===== config.mk =====
export PLATFORM = sky130hd
export DESIGN_NAME = ibuf_fetch_unit
export DESIGN_NICKNAME = d
export VERILOG_FILES = /design/src/rtl/ibuf_pkg.sv /design/src/rtl/ibuf_hw_queue.sv /design/src/rtl/ibuf_fetch_ctrl.sv /design/src/rtl/ibuf_fetch_unit.sv
export SDC_FILE = /design/constraint.sdc
export NUM_CORES = 1
export LEC_CHECK = 0
export BUFFER_PORTS_ARGS = -buffer_cell sky130_fd_sc_hd__clkbuf_2
export CAP_MARGIN = 10
export CORE_MARGIN = 1.5
export CORE_UTILIZATION = 57
export CTS_CLUSTER_SIZE = 10
export DETAILED_ROUTE_END_ITERATION = 8
export PLACE_DENSITY = 0.81
export SETUP_SLACK_MARGIN = 0.1
export SLEW_MARGIN = 10
export SYNTH_ARGS = -nofsm -noshare
export SYNTH_HDL_FRONTEND = slang
export SYNTH_SLANG_ARGS = --single-unit

===== constraint.sdc =====
create_clock -name clk -period 5.3 [get_ports clk]
set_input_delay 0.53 -clock clk [delete_from_list [all_inputs] [get_ports clk]]
set_output_delay 0.53 -clock clk [all_outputs]
set_load 0.02 [all_outputs]

===== src/rtl/ibuf_pkg.sv =====
package ibuf_pkg;

    // Which address a fetch in the current slot uses.
    typedef enum logic [1:0] {
        FSRC_NONE = 2'd0,
        FSRC_SEQ  = 2'd1,
        FSRC_TGT  = 2'd2
    } fetch_src_e;

endpackage


===== src/rtl/ibuf_hw_queue.sv =====
// Halfword queue with a bypass view: stored halfwords followed by the
// halfwords of the word arriving from the SRAM this cycle.
module ibuf_hw_queue #(
    parameter int INSN_W = 16,
    parameter int WORD_W = 32,
    parameter int SLOTS  = 4,
    parameter int HPW    = WORD_W / INSN_W,
    parameter int SKIP_W = 1,
    parameter int CNT_W  = $clog2(SLOTS + HPW + 1)
) (
    input  logic              clk,
    input  logic              rst_n,
    input  logic              in_valid,
    input  logic [WORD_W-1:0] in_word,
    input  logic [SKIP_W-1:0] in_skip,
    input  logic              pop,
    input  logic              flush,
    output logic [INSN_W-1:0] head,
    output logic [CNT_W-1:0]  fill,
    output logic              room
);

    localparam int VIEW = SLOTS + HPW;

    typedef struct packed {
        logic [SLOTS-1:0][INSN_W-1:0] hw;
        logic [CNT_W-1:0]             cnt;
    } q_state_t;

    q_state_t st_q, st_d;
    logic [VIEW-1:0][INSN_W-1:0] view;
    logic [CNT_W-1:0] left;

    always_comb begin
        int cnt_i;
        int skip_i;
        int src;
        cnt_i  = int'(st_q.cnt);
        skip_i = int'(in_skip);
        view   = '0;
        for (int p = 0; p < SLOTS; p++) begin
            if (p < cnt_i) begin
                view[p] = st_q.hw[p];
            end
        end
        for (int p = 0; p < VIEW; p++) begin
            src = p - cnt_i + skip_i;
            if (in_valid && p >= cnt_i && src < HPW) begin
                view[p] = in_word[src*INSN_W +: INSN_W];
            end
        end
        fill = in_valid ? CNT_W'(cnt_i + HPW - skip_i) : st_q.cnt;
        left = fill - CNT_W'(pop);
        room = (left <= CNT_W'(SLOTS - HPW));
        head = view[0];

        st_d = st_q;
        for (int i = 0; i < SLOTS; i++) begin
            st_d.hw[i] = pop ? view[i+1] : view[i];
        end
        st_d.cnt = flush ? '0 : left;
    end

    always_ff @(posedge clk or negedge rst_n) begin
        if (!rst_n) begin
            st_q <= '0;
        end else begin
            st_q <= st_d;
        end
    end

    // never more halfwords visible than the buffer can hold
    a_r4_no_overflow: assert property (@(posedge clk) disable iff (!rst_n)
        fill <= CNT_W'(SLOTS));

    // an unconsumed head stays put
    a_r8_hold_head: assert property (@(posedge clk) disable iff (!rst_n)
        (fill != '0 && !pop && !flush) |=> head == $past(head));

endmodule


===== src/rtl/ibuf_fetch_ctrl.sv =====
// Fetch pointer and slot decision: fetches only in a free memory slot.
module ibuf_fetch_ctrl
    import ibuf_pkg::*;
#(
    parameter int ADDR_W     = 32,
    parameter int WORD_BYTES = 4,
    parameter int OFF_W      = 2,
    parameter int HW_LSB     = 1,
    parameter int SKIP_W     = 1,
    parameter logic [ADDR_W-1:0] RESET_VEC = '0
) (
    input  logic              clk,
    input  logic              rst_n,
    input  logic              cmpl_valid,
    input  logic              cmpl_mem_used,
    input  logic              branch,
    input  logic [ADDR_W-1:0] branch_target,
    input  logic              fnop,
    input  logic              room,
    output logic              sram_req,
    output logic [ADDR_W-1:0] sram_addr,
    output logic              in_valid,
    output logic [SKIP_W-1:0] in_skip
);

    localparam logic [ADDR_W-1:0] STEP = ADDR_W'(WORD_BYTES);

    typedef struct packed {
        logic [ADDR_W-1:0] fptr;
        logic              pend;
        logic [SKIP_W-1:0] skip;
    } f_state_t;

    f_state_t    st_q, st_d;
    fetch_src_e  src;
    logic        slot;
    logic [ADDR_W-1:0] base;
    logic [ADDR_W-1:0] word_a;

    always_comb begin
        st_d   = st_q;
        slot   = cmpl_valid ? !cmpl_mem_used : fnop;
        base   = branch ? branch_target : st_q.fptr;
        word_a = {base[ADDR_W-1:OFF_W], {OFF_W{1'b0}}};
        if (slot && branch) begin
            src = FSRC_TGT;
        end else if (slot && room) begin
            src = FSRC_SEQ;
        end else begin
            src = FSRC_NONE;
        end
        st_d.pend = (src != FSRC_NONE);
        st_d.skip = base[OFF_W-1:HW_LSB];
        st_d.fptr = st_d.pend ? word_a + STEP : base;
    end

    always_ff @(posedge clk or negedge rst_n) begin
        if (!rst_n) begin
            st_q <= '{fptr: RESET_VEC, pend: 1'b0, skip: '0};
        end else begin
            st_q <= st_d;
        end
    end

    assign sram_req  = (src != FSRC_NONE);
    assign sram_addr = word_a;
    assign in_valid  = st_q.pend;
    assign in_skip   = st_q.skip;

    // a memory instruction owns its slot
    a_r2_mem_owns_slot: assert property (@(posedge clk) disable iff (!rst_n)
        (cmpl_valid && cmpl_mem_used) |-> !sram_req);

    // back-to-back sequential fetches step by one word
    a_r3_seq_step: assert property (@(posedge clk) disable iff (!rst_n)
        ($past(rst_n) && $past(sram_req) && !$past(branch) && sram_req && !branch)
        |-> sram_addr == $past(sram_addr) + STEP);

    // a taken branch in a free slot fetches its target word
    a_r9_target_fetch: assert property (@(posedge clk) disable iff (!rst_n)
        (branch && !cmpl_mem_used) |->
        (sram_req && sram_addr[ADDR_W-1:OFF_W] == branch_target[ADDR_W-1:OFF_W]));

    // a branch that cannot fetch still reloads the pointer
    a_r11_reload: assert property (@(posedge clk) disable iff (!rst_n)
        (branch && cmpl_mem_used) |=> st_q.fptr == $past(branch_target));

endmodule


===== src/rtl/ibuf_fetch_unit.sv =====
module ibuf_fetch_unit #(
    parameter int ADDR_W    = 32,
    parameter int INSN_W    = 16,
    parameter int WORD_W    = 32,
    parameter int BUF_SLOTS = 4,
    parameter logic [ADDR_W-1:0] RESET_VEC = 'h100
) (
    input  logic              clk,
    input  logic              rst_n,
    output logic              issue_valid,
    input  logic              issue_ready,
    output logic [INSN_W-1:0] issue_insn,
    output logic              issue_fnop,
    input  logic              cmpl_valid,
    input  logic              cmpl_mem_used,
    input  logic              cmpl_branch_taken,
    input  logic [ADDR_W-1:0] cmpl_branch_target,
    output logic              sram_req,
    output logic [ADDR_W-1:0] sram_addr,
    input  logic [WORD_W-1:0] sram_rdata
);

    localparam int HPW        = WORD_W / INSN_W;
    localparam int WORD_BYTES = WORD_W / 8;
    localparam int OFF_W      = $clog2(WORD_BYTES);
    localparam int HW_LSB     = $clog2(INSN_W / 8);
    localparam int SKIP_W     = OFF_W - HW_LSB;
    localparam int CNT_W      = $clog2(BUF_SLOTS + HPW + 1);

    logic              branch;
    logic              pop;
    logic              room;
    logic              in_valid;
    logic [SKIP_W-1:0] in_skip;
    logic [CNT_W-1:0]  fill;

    assign branch      = cmpl_valid && cmpl_branch_taken;
    assign issue_valid = (fill != '0) && !branch;
    assign issue_fnop  = (fill == '0) && !branch;
    assign pop         = issue_valid && issue_ready;

    ibuf_hw_queue #(
        .INSN_W (INSN_W),
        .WORD_W (WORD_W),
        .SLOTS  (BUF_SLOTS),
        .HPW    (HPW),
        .SKIP_W (SKIP_W),
        .CNT_W  (CNT_W)
    ) queue_i (
        .clk      (clk),
        .rst_n    (rst_n),
        .in_valid (in_valid),
        .in_word  (sram_rdata),
        .in_skip  (in_skip),
        .pop      (pop),
        .flush    (branch),
        .head     (issue_insn),
        .fill     (fill),
        .room     (room)
    );

    ibuf_fetch_ctrl #(
        .ADDR_W     (ADDR_W),
        .WORD_BYTES (WORD_BYTES),
        .OFF_W      (OFF_W),
        .HW_LSB     (HW_LSB),
        .SKIP_W     (SKIP_W),
        .RESET_VEC  (RESET_VEC)
    ) ctrl_i (
        .clk           (clk),
        .rst_n         (rst_n),
        .cmpl_valid    (cmpl_valid),
        .cmpl_mem_used (cmpl_mem_used),
        .branch        (branch),
        .branch_target (cmpl_branch_target),
        .fnop          (issue_fnop),
        .room          (room),
        .sram_req      (sram_req),
        .sram_addr     (sram_addr),
        .in_valid      (in_valid),
        .in_skip       (in_skip)
    );

    // an empty buffer's no-op uses its slot unless memory took it
    a_r5_fnop_fetch: assert property (@(posedge clk) disable iff (!rst_n)
        (issue_fnop && !(cmpl_valid && cmpl_mem_used)) |-> sram_req);

    // requested data is offered the next cycle unless a branch flushes
    a_r7_bypass: assert property (@(posedge clk) disable iff (!rst_n)
        sram_req |=> (issue_valid || branch));

endmodule


* Word level (Yosys, flattened, before mapping)
Index checks and enable logic that the tools add are counted.
** Word-level totals
- Memory bits (writable) :: 0
- Memories kept :: 0
- Output and inout port bits :: 51
- Bits in read-only memories :: 0
- Bits of input ports :: 70
- Latch bits :: 0
- Register bits :: 100
** Operators by class
- Reduce and logical (&&, ||, !) cells :: 21
- Equality and inequality tests :: 0
- Multipliers :: 0
- Magnitude comparators :: 15
- Shifts and indexed selects :: 5
- Bitwise gates (word level) :: 0
- Multiplexer cells :: 20
- Add/sub/neg operators :: 14
- Div/mod/pow operators :: 0
** Operators by type and width (count)
- 16-bit two-way mux :: 13
- 32-bit by 2-bit adder with 32-bit output :: 5
- 32-bit by 3-bit < comparator with 1-bit output (second input constant) :: 5
- 32-bit by 32-bit variable part select with 16-bit output :: 5
- 32-bit two-way mux :: 2
- 32-bit by 3-bit adder with 32-bit output (second input constant) :: 1
- 1-bit logical AND :: 16
- 1-bit by 3-bit subtractor with 4-bit output (first input constant) :: 2
- 2-bit by 3-bit subtractor with 4-bit output (first input constant) :: 2
- 1-bit by 3-bit greater-or-equal comparator with 1-bit output (first input constant) :: 2
- 2-bit by 3-bit greater-or-equal comparator with 1-bit output (first input constant) :: 2
- 1-bit by 3-bit < comparator with 1-bit output (first input constant) :: 2
- 2-bit by 3-bit < comparator with 1-bit output (first input constant) :: 2
- 3-bit two-way mux :: 2
- 3-bit by 3-bit subtractor with 4-bit output (first input constant) :: 1
- 3-bit by 2-bit adder with 3-bit output (second input constant) :: 1
- 3-bit greater-or-equal comparator (first input constant) :: 1
- 3-bit by 2-bit <= comparator with 1-bit output (second input constant) :: 1
- 3-bit logical NOT :: 1
- 3-bit nonzero test :: 1
- 3-bit by 1-bit subtractor with 3-bit output :: 1
- 3-bit by 2-bit subtractor with 3-bit output :: 1
- 1-bit logical NOT :: 2
- 1-bit two-way mux :: 2
- 2 further kinds :: 2

* Depth between registers and ports, before layout
Gate-level depths: netlist (run 1).
- Depth in word-level cells :: 13
- Depth in mapped cells :: 19
- Gate-level depth less buffers :: 17

* Cells and area by module
A second synthesis (run 1) with hierarchy kept.
** Second synthesis, totals
- Cells, all modules :: 683
- Area total of the unflattened synthesis :: 6979.2 µm²
** Modules (own cells, without submodules)
- ibuf_hw_queue :: times used 1, cells each 442, area an instance 4510.6 µm²
- ibuf_fetch_ctrl :: times used 1, cells each 236, area an instance 2432.3 µm²
- ibuf_fetch_unit :: times used 1, cells each 5, area an instance 36.3 µm²

* Worst setup path after synthesis (run 1)
OpenSTA, ideal clock, no wires.
- Path type :: register to output
- Start point :: register queue_i.st_q[0] (netlist name)
- End point :: output sram_req
- Path buffers :: 2
- Path slack :: 1139 ps
- Data required time :: 4770 ps
- Cell stages (with the launch flop) :: 17
- Arrival :: 3631 ps
- Cells stage by stage :: dfrtp_1 > inv_1 > ha_1 > ha_1 > and2b_1 > a21oi_1 > o21a_1 > nand2_1 > inv_2 > clkbuf_1 > ha_1 > ha_1 > and4b_1 > a211oi_1 > o32a_1 > buf_4 > nor2_2
** On the way
- Cells in the longest elaborated chain, start to end :: 12
- Elaborated cells between the ends (all ways) :: 16
- Those cells by class :: add/sub: 3; order compare: 1; mux: 4; reduce/logical: 8
** RTL lines
- from (decl) :: RTL line ibuf_hw_queue.sv:30 : q_state_t st_q, st_d;
- from (signal assigned) :: RTL line ibuf_hw_queue.sv:68 : st_q <= st_d;
- 3-bit by 2-bit adder with 3-bit output :: RTL line ibuf_hw_queue.sv:52 : fill = in_valid ? CNT_W'(cnt_i + HPW - skip_i) : st_q.cnt;
- 3-bit by 2-bit subtractor with 3-bit output :: RTL line ibuf_hw_queue.sv:52
- 3-bit two-way mux (*) :: RTL line ibuf_hw_queue.sv:52
- 3-bit nonzero test (*) :: RTL line ibuf_fetch_unit.sv:38 : assign issue_valid = (fill != '0) && !branch;
- 1-bit logical AND (*) :: RTL line ibuf_fetch_unit.sv:38
- named net issue_valid :: RTL line ibuf_fetch_unit.sv:10 : output logic issue_valid,
- 1-bit logical AND (*) :: RTL line ibuf_fetch_unit.sv:40 : assign pop = issue_valid && issue_ready;
- 3-bit by 1-bit subtractor with 3-bit output (*) :: RTL line ibuf_hw_queue.sv:53 : left = fill - CNT_W'(pop);
- 3-bit by 2-bit <= comparator with 1-bit output (*) :: RTL line ibuf_hw_queue.sv:54 : room = (left <= CNT_W'(SLOTS - HPW));
- 1-bit logical AND (*) :: RTL line ibuf_fetch_ctrl.sv:47 : end else if (slot && room) begin
- 1-bit two-way mux (*) :: RTL line ibuf_fetch_ctrl.sv:47
- 2-bit two-way mux (*) :: RTL line ibuf_fetch_ctrl.sv:45 : if (slot && branch) begin
- 2-bit nonzero test (*) :: RTL line ibuf_fetch_ctrl.sv:65 : assign sram_req = (src != FSRC_NONE);
- to (decl) :: RTL line ibuf_fetch_unit.sv:18 : output logic sram_req,
Mark *: on every way through the listed nets, which the timed path passes. The rest lies on a longest branch.

* Final worst setup path (run 1)
- Start point :: register queue_i.st_q[0] (netlist name)
- End point :: output sram_req
** On the way
- Cells in the longest elaborated chain, start to end :: 12
- Elaborated cells between the ends (all ways) :: 16
- Those cells by class :: add/sub: 3; order compare: 1; mux: 4; reduce/logical: 8
** RTL lines (RTL line)
- 3-bit by 2-bit adder with 3-bit output :: ibuf_hw_queue.sv:52
- 3-bit by 2-bit subtractor with 3-bit output :: ibuf_hw_queue.sv:52
- 3-bit two-way mux (*) :: ibuf_hw_queue.sv:52
- 3-bit nonzero test :: ibuf_fetch_unit.sv:38
- 1-bit logical AND :: ibuf_fetch_unit.sv:38
- 1-bit logical AND :: ibuf_fetch_unit.sv:40
- 3-bit by 1-bit subtractor with 3-bit output :: ibuf_hw_queue.sv:53
- 3-bit by 2-bit <= comparator with 1-bit output :: ibuf_hw_queue.sv:54
- 1-bit logical AND :: ibuf_fetch_ctrl.sv:47
- 1-bit two-way mux :: ibuf_fetch_ctrl.sv:47
- 2-bit two-way mux (*) :: ibuf_fetch_ctrl.sv:45
- 2-bit nonzero test (*) :: ibuf_fetch_ctrl.sv:65
Mark *: on every way between the ends. The rest lies on a longest branch, timed or not.

==> impl_metrics.env, run 1 <==
export IMPL_yosys_area_share_simple=0.165
export IMPL_placed_cell_area_mm2=0.00738
export IMPL_hpwl_mm=11.0
export IMPL_grt_pass1_vias=5485
export IMPL_end_kind="output pin"
export IMPL_antenna_found_initial=0
export IMPL_antenna_left=0
export IMPL_die_h_um=113
export IMPL_fin_setup_tns_ns=0
export IMPL_cp_data_required_time_ns=4.77
export IMPL_yosysTopAreaCellShare=0.358
export IMPL_nFillCells=1016
export IMPL_worst_hold_slack_ns=0.255
export IMPL_avgSynthCellArea_um2=8.83
export IMPL_grt_pass1_wl_mm=26.4
export IMPL_synth_enable_flop_cells=0
export IMPL_reg2reg_depth=16
export IMPL_yosys_warnings=0
export IMPL_track_usage=0.256
export IMPL_post_cts_buffers=0
export IMPL_r2r_start="queue_i.st_q[0]"
export IMPL_rows=40
export IMPL_fmax_mhz=223
export IMPL_synth_top_cell_by_area="dfrtp_1"
export IMPL_syn_area_mm2=0.00692
export IMPL_slew_viol_final=0
export IMPL_cp_start_kind="flip-flop"
export IMPL_worstSetupPathType="flip-flop to output pin"
export IMPL_route_vias_total=6025
export IMPL_cts_tree="yes"
export IMPL_skew_ns=0.0104
export IMPL_fp_dieW_um=113
export IMPL_reg2reg_to="ctrl_i.st_q[23]"
export IMPL_fp_dieArea_mm2=0.0128
export IMPL_min_period_ns=4.49
export IMPL_area_growth_pct=11.3
export IMPL_wl_per_cell_um=16.1
export IMPL_final_layout_size_suffix_gt1_frac=0.237
export IMPL_n_antenna_cell=0
export IMPL_powerDensity_mw_per_mm2=551
export IMPL_dp_cells=987
export IMPL_cp_max_fo=10
export IMPL_post_cts_resized=0
export IMPL_wirelength_mm=16.1
export IMPL_drt_iter0_drc=372
export IMPL_start_util=0.581
export IMPL_relSlewSlack=0.474
export IMPL_final_util=0.647
export IMPL_rsz0062_at_grt="false"
export IMPL_dr_pass1_iters=6
export IMPL_cts_max_path_buffers=2
export IMPL_ir_drop_uv=325
export IMPL_synth_xor_area_share=0.0367
export IMPL_outcome="finished clean"
export IMPL_cp_arrival_ns=3.96
export IMPL_grt_overflow=0
export IMPL_route_detailed_drc=0
export IMPL_cts_root_buf="clkbuf_16"
export IMPL_synthFlopType="dfrtp_1"
export IMPL_grt_max_degree=82
export IMPL_clkLatencyLatePin_ns=0.36
export IMPL_worst_pin_slew_ns=0.789
export IMPL_fin_cells=1003
export IMPL_post_place_ws_ns=1.17
export IMPL_ys_types=61
export IMPL_numCtsBuffers=9
export IMPL_synth_area_leaders="dfrtp_1 (36%), ha_1 (7.8%), nand2_1 (6.4%), mux2_2 (5.9%), a21oi_1 (5.4%)"
export IMPL_ys_ff_latch=100
export IMPL_io_pins=121
export IMPL_synth_compound_area_frac=0.187
export IMPL_finalCritPeriodShare=0.848
export IMPL_ys_seq_area_frac=0.362
export IMPL_synth_fa_ha_area_frac=0.0807
export IMPL_hold_path_class="input pin to async pin"
export IMPL_clk_pin_slew_worst_paths_ns=0.07
export IMPL_setup_viol=0
export IMPL_layout_nets=965
export IMPL_cap_violations=0
export IMPL_cts_htree_levels=3
export IMPL_synth_top_family_by_area="compound AO/OA/AOI/OAI gates"
export IMPL_postLayoutCellArea_mm2=0.00770
export IMPL_hold_viol=0
export IMPL_r2r_slack_ns=1.19
export IMPL_gp_congestion=0.843
export IMPL_p_leak_nw=3.57
export IMPL_hold_buffers=0
export IMPL_vias_per_cell=6.01
export IMPL_synth_mux_area_frac=0.0702
export IMPL_core_mm2=0.0119
export IMPL_async_reset_ff_frac=1.00
export IMPL_synthCells=783
export IMPL_portBuffers=117
export IMPL_finalWorstSetupSlack_ns=0.807
export IMPL_cts_sinks=100
export IMPL_power_mw=4.25
## Yosys cell counts, drive strengths merged (7+ instances only)
| cell | n |
|---|---|
| nand2 | 119 |
| dfrtp | 99 |
| a21oi | 74 |
| inv | 57 |
| buf | 48 |
| ha | 43 |
| mux2 | 36 |
| a221oi | 32 |
| a22oi | 32 |
| o21ai | 31 |
| clkbuf | 28 |
| xnor2 | 24 |
| nand4 | 20 |
| nand3 | 18 |
| o22ai | 17 |
| nor2b | 16 |
| nor2 | 11 |
| nor3 | 11 |
| mux2i | 8 |
| nor4 | 7 |
## layout make-up
cell class	instances	area, um2	share of cell area
multi-input combinational	551	3770	0.490
sequential	100	2500	0.325
timing repair buffer	132	701	0.0910
clock buffer	9	225	0.0292
inverter	57	214	0.0278
tap	147	184	0.0239
clock inverter	7	100	0.0130
## critical path, stage by stage (launching register included)
cell and delay [ns]:
dfrtp_1 0.42, inv_1 0.16, ha_1 0.30, ha_1 0.38, and2b_1 0.21, a21oi_1 0.19, o21a_1 0.15, nand2_1 0.09
inv_2 0.07, ha_1 0.14, ha_1 0.19, and4b_1 0.22, a211oi_1 0.06, o32a_1 0.35, nor2_2 0.43, clkbuf_2 0.25
## cells by family after synthesis
logic type / after synthesis
adder cells (fa/ha/maj): 44
AND/OR/NAND/NOR: 228
multiplexers: 44
buffers and inverters: 133
other: 1
XOR/XNOR: 29
AO/OA/AOI/OAI: 204
flip-flops: 100
## routing by layer
layer  track usage  vias up  part of all wire
li1              -     2898                 -
met1         0.337     2862              0.43
met2         0.429      247              0.48
met3        0.0509       18             0.075
met4        0.0725        0             0.013
met5             0        -                 0
## worst max path at each step
stage | from | endpoint | cells past startpoint
6_report | queue_i.st_q[0] | sram_req | 15
5_1_grt | queue_i.st_q[0] | sram_req | 15
4_1_cts | queue_i.st_q[0] | sram_req | 15
3_5_place_dp | queue_i.st_q[0] | sram_req | 15
3_3_place_gp | queue_i.st_q[0] | sram_req | 15
2_1_floorplan | queue_i.st_q[0] | sram_req | 16
## power breakdown
group          switching (mW)  internal [mW]  total (mW)
Combinational            1.47          0.908        2.38
Clock                   0.328          0.385       0.713
Sequential              0.134           1.02        1.16
## cell usage in the layout, fill, tap and decap left out, types with 8 or more instances in the layout
cell and count:
a21oi_1 74, a221oi_1 32, a22oi_1 32, buf_4 16, clkbuf_16 9, clkbuf_2 116
dfrtp_1 99, ha_1 43, inv_1 55, mux2_2 36, mux2i_1 8, nand2_1 118
nand3_1 18, nand4_1 20, nor2_1 10, nor2b_1 16, nor3_1 10, o21ai_0 26
o22ai_1 17, xnor2_1 24
## registers in the layout, summed over array words and instances (netlist names)
| name | count |
|---|---|
| queue_i.st_q | 67 |
| ctrl_i.st_q | 31 |
| ctrl_i.in_skip | 1 |
| ctrl_i.in_valid | 1 |
(Power assumes the default switching activity.)
==> run 2, diff against run 1 <==
- ABC_AREA: unset -> 1
- CORE_UTILIZATION: 57 -> 53
- PLACE_DENSITY: 0.81 -> 0.78
- clock period: 5.3 -> 3.8 ns (I/O delays scaled with it)
==> impl_metrics.env, run 2 <==
export IMPL_synth_area_leaders="dfrtp_1 (32%), nand2_1 (23%), ha_1 (7.0%), nand3_1 (6.7%), inv_1 (6.1%)"
export IMPL_synth_enable_flop_cells=0
export IMPL_clockPowerShare=0.155
export IMPL_wl_per_cell_um=14.3
export IMPL_hold_path_class="input pin to async pin"
export IMPL_rsz0062_at_grt="true"
export IMPL_route_detailed_drc=0
export IMPL_cts_tree="yes"
export IMPL_route_vias_total=7542
export IMPL_skew_ns=0.00967
export IMPL_yosys_warnings=0
export IMPL_worst_hold_slack_ns=0.0693
export IMPL_start_util=0.548
export IMPL_p_leak_nw=4.60
export IMPL_synth_most_common_cell="nand2_1"
export IMPL_cts_htree_levels=3
export IMPL_fin_cells=1442
export IMPL_power_frac_comb=0.602
export IMPL_final_layout_size_suffix_gt1_frac=0.155
export IMPL_track_usage=0.287
export IMPL_switching_share=0.526
export IMPL_clk_pin_slew_worst_paths_ns=0.07
export IMPL_grt_pass1_vias=7206
export IMPL_cp_max_fo=16
export IMPL_yosysTopAreaCellShare=0.322
export IMPL_cap_violations=0
export IMPL_hold_viol=0
export IMPL_net_switching_power_mw=3.03
export IMPL_synth_fa_ha_area_frac=0.0726
export IMPL_die_h_um=123
export IMPL_ir_drop_uv=397
export IMPL_cts_max_path_buffers=2
export IMPL_synth_top_family_by_area="simple AND/OR/NAND/NOR gates"
export IMPL_cts_root_buf="clkbuf_16"
export IMPL_fp_dieArea_mm2=0.0152
export IMPL_avgSynthCellArea_um2=6.46
export IMPL_worst_pin_slew_ns=0.716
export IMPL_cts_sinks=100
export IMPL_internal_power_mw=2.72
export IMPL_gp_congestion=0.888
export IMPL_antenna_left=0
export IMPL_outcome="finished clean"
export IMPL_synth_compound_area_frac=0.0672
export IMPL_final_util=0.604
export IMPL_cp_arrival_ns=3.20
export IMPL_clkLatencyLatePin_ns=0.36
export IMPL_dr_pass1_iters=5
export IMPL_seqCellArea_mm2=0.00250
export IMPL_slew_viol_final=0
export IMPL_core_mm2=0.0140
export IMPL_setup_viol=0
export IMPL_finalCritPeriodShare=0.942
export IMPL_fin_setup_tns_ns=0
export IMPL_powerDensity_mw_per_mm2=678
export IMPL_relSlewSlack=0.521
export IMPL_grt_max_degree=66
export IMPL_io_pins=121
export IMPL_end_kind="output pin"
export IMPL_syn_area_mm2=0.00769
export IMPL_min_period_ns=3.58
export IMPL_numCtsBuffers=9
export IMPL_final_cell_mix="nand2_1 (464), inv_1 (122), clkbuf_2 (109)"
export IMPL_antenna_found_initial=0
export IMPL_worstSetupPathType="flip-flop to output pin"
export IMPL_rows=43
export IMPL_regMostFlops="queue_i.st_q"
export IMPL_grt_pass1_wl_mm=34.3
export IMPL_grt_overflow=0
export IMPL_largest_reg_flops=67
export IMPL_ys_seq_area_frac=0.326
export IMPL_synth_mux_area_frac=0
export IMPL_top_regs="queue_i.st_q x67, ctrl_i.st_q x31"
export IMPL_synthCells=1190
export IMPL_synth_common_cells="nand2_1 (464), inv_1 (124), nand3_1 (103)"
export IMPL_power_frac_seq=0.243
export IMPL_drt_iter0_drc=522
export IMPL_synthFlopType="dfrtp_1"
export IMPL_portBuffers=117
export IMPL_ys_ff_latch=100
export IMPL_wirelength_mm=20.7
export IMPL_vias_per_cell=5.23
export IMPL_power_mw=5.75
export IMPL_cp_start_kind="flip-flop"
export IMPL_fmax_mhz=279
export IMPL_area_growth_pct=10.3
export IMPL_ys_types=40
export IMPL_synth_top_cell_by_area="dfrtp_1"
export IMPL_fp_dieW_um=123
export IMPL_hold_buffers=0
export IMPL_layout_nets=1371
export IMPL_multiInputGateArea_mm2=0.00421
export IMPL_cp_data_required_time_ns=3.42
export IMPL_yosys_area_share_simple=0.387
export IMPL_n_antenna_cell=0
export IMPL_async_reset_ff_frac=1.00
export IMPL_hpwl_mm=14.2
export IMPL_final_common_cell="nand2_1"
export IMPL_synth_xor_area_share=0.0171
export IMPL_nFillCells=1351
export IMPL_dp_cells=1424
## run 2: stage by stage
stage,setup slack [ns],instance area (um2)
2_1_floorplan,0.548,7690
3_3_place_gp,0.528,8170
3_5_place_dp,0.428,8170
4_1_cts,0.145,8450
5_1_grt,0.0368,8480
6_report,0.222,8480
## run 2: logic make-up after synthesis
kind of cell / after synthesis
AND/OR/NAND/NOR: 711
buffers and inverters: 218
AO/OA/AOI/OAI: 101
flip-flops: 100
adder cells (fa/ha/maj): 44
XOR/XNOR: 15
other: 1
## run 2: worst max-delay path: stages (launching register included)
cell and delay (ns):
dfrtp_2 0.46, inv_1 0.14, ha_2 0.41, ha_1 0.22, nand3_1 0.10, ha_1 0.19
or2_2 0.29, nor2_1 0.10, nand3_1 0.07, nand2_1 0.06, buf_4 0.24, nand3_1 0.10
o21ai_0 0.21, buf_4 0.24
## run 2: routing by layer
metal  track usage  routed length, um
met1         0.364               8860
met3        0.0415               1300
met2         0.492              10100
met5             0                  0
met4         0.118                366
## run 2: power by group through the flow
stage                     combinational [mW]  sequential, mW  clock (mW)
final                                   3.46            1.40       0.891
after global routing                    3.88            1.42       0.947
after CTS                               3.39            1.40       0.903
after detailed placement                3.37            1.41           0
after global placement                  3.31            1.40           0
after floorplan                         2.48            1.39           0
## run 2: repair_timing
item | CTS | global route
endpoints found under the setup margin | 2 | 14
gates resized for setup | 1 | 15
setup buffers | 0 | 2
## run 2: layout make-up
class	count	area share
Multi-Input combinational cell	873	0.496
Sequential cell	100	0.295
Timing Repair Buffer	139	0.0891
Inverter	134	0.0599
Clock buffer	12	0.0291
Tap cell	180	0.0266
Clock inverter	4	0.00384
## run 2: path summary, 6_finish.rpt
kind | from | end | slack (ns) | depth (start not counted)
worst max-delay path | queue_i.st_q[1] | issue_insn[5] | 0.22 | 13
worst min-delay path | rst_n | queue_i.st_q[14] | 0.07 | 1
worst max register to register | queue_i.st_q[1] | queue_i.st_q[24] | 0.54 | 16
worst min register to register | ctrl_i.st_q[3] | ctrl_i.in_skip | 0.49 | 2
max in group asynchronous | rst_n | ctrl_i.st_q[10] | 2.85 | 2
min in group clk | cmpl_branch_target[1] | ctrl_i.in_skip | 0.26 | 3
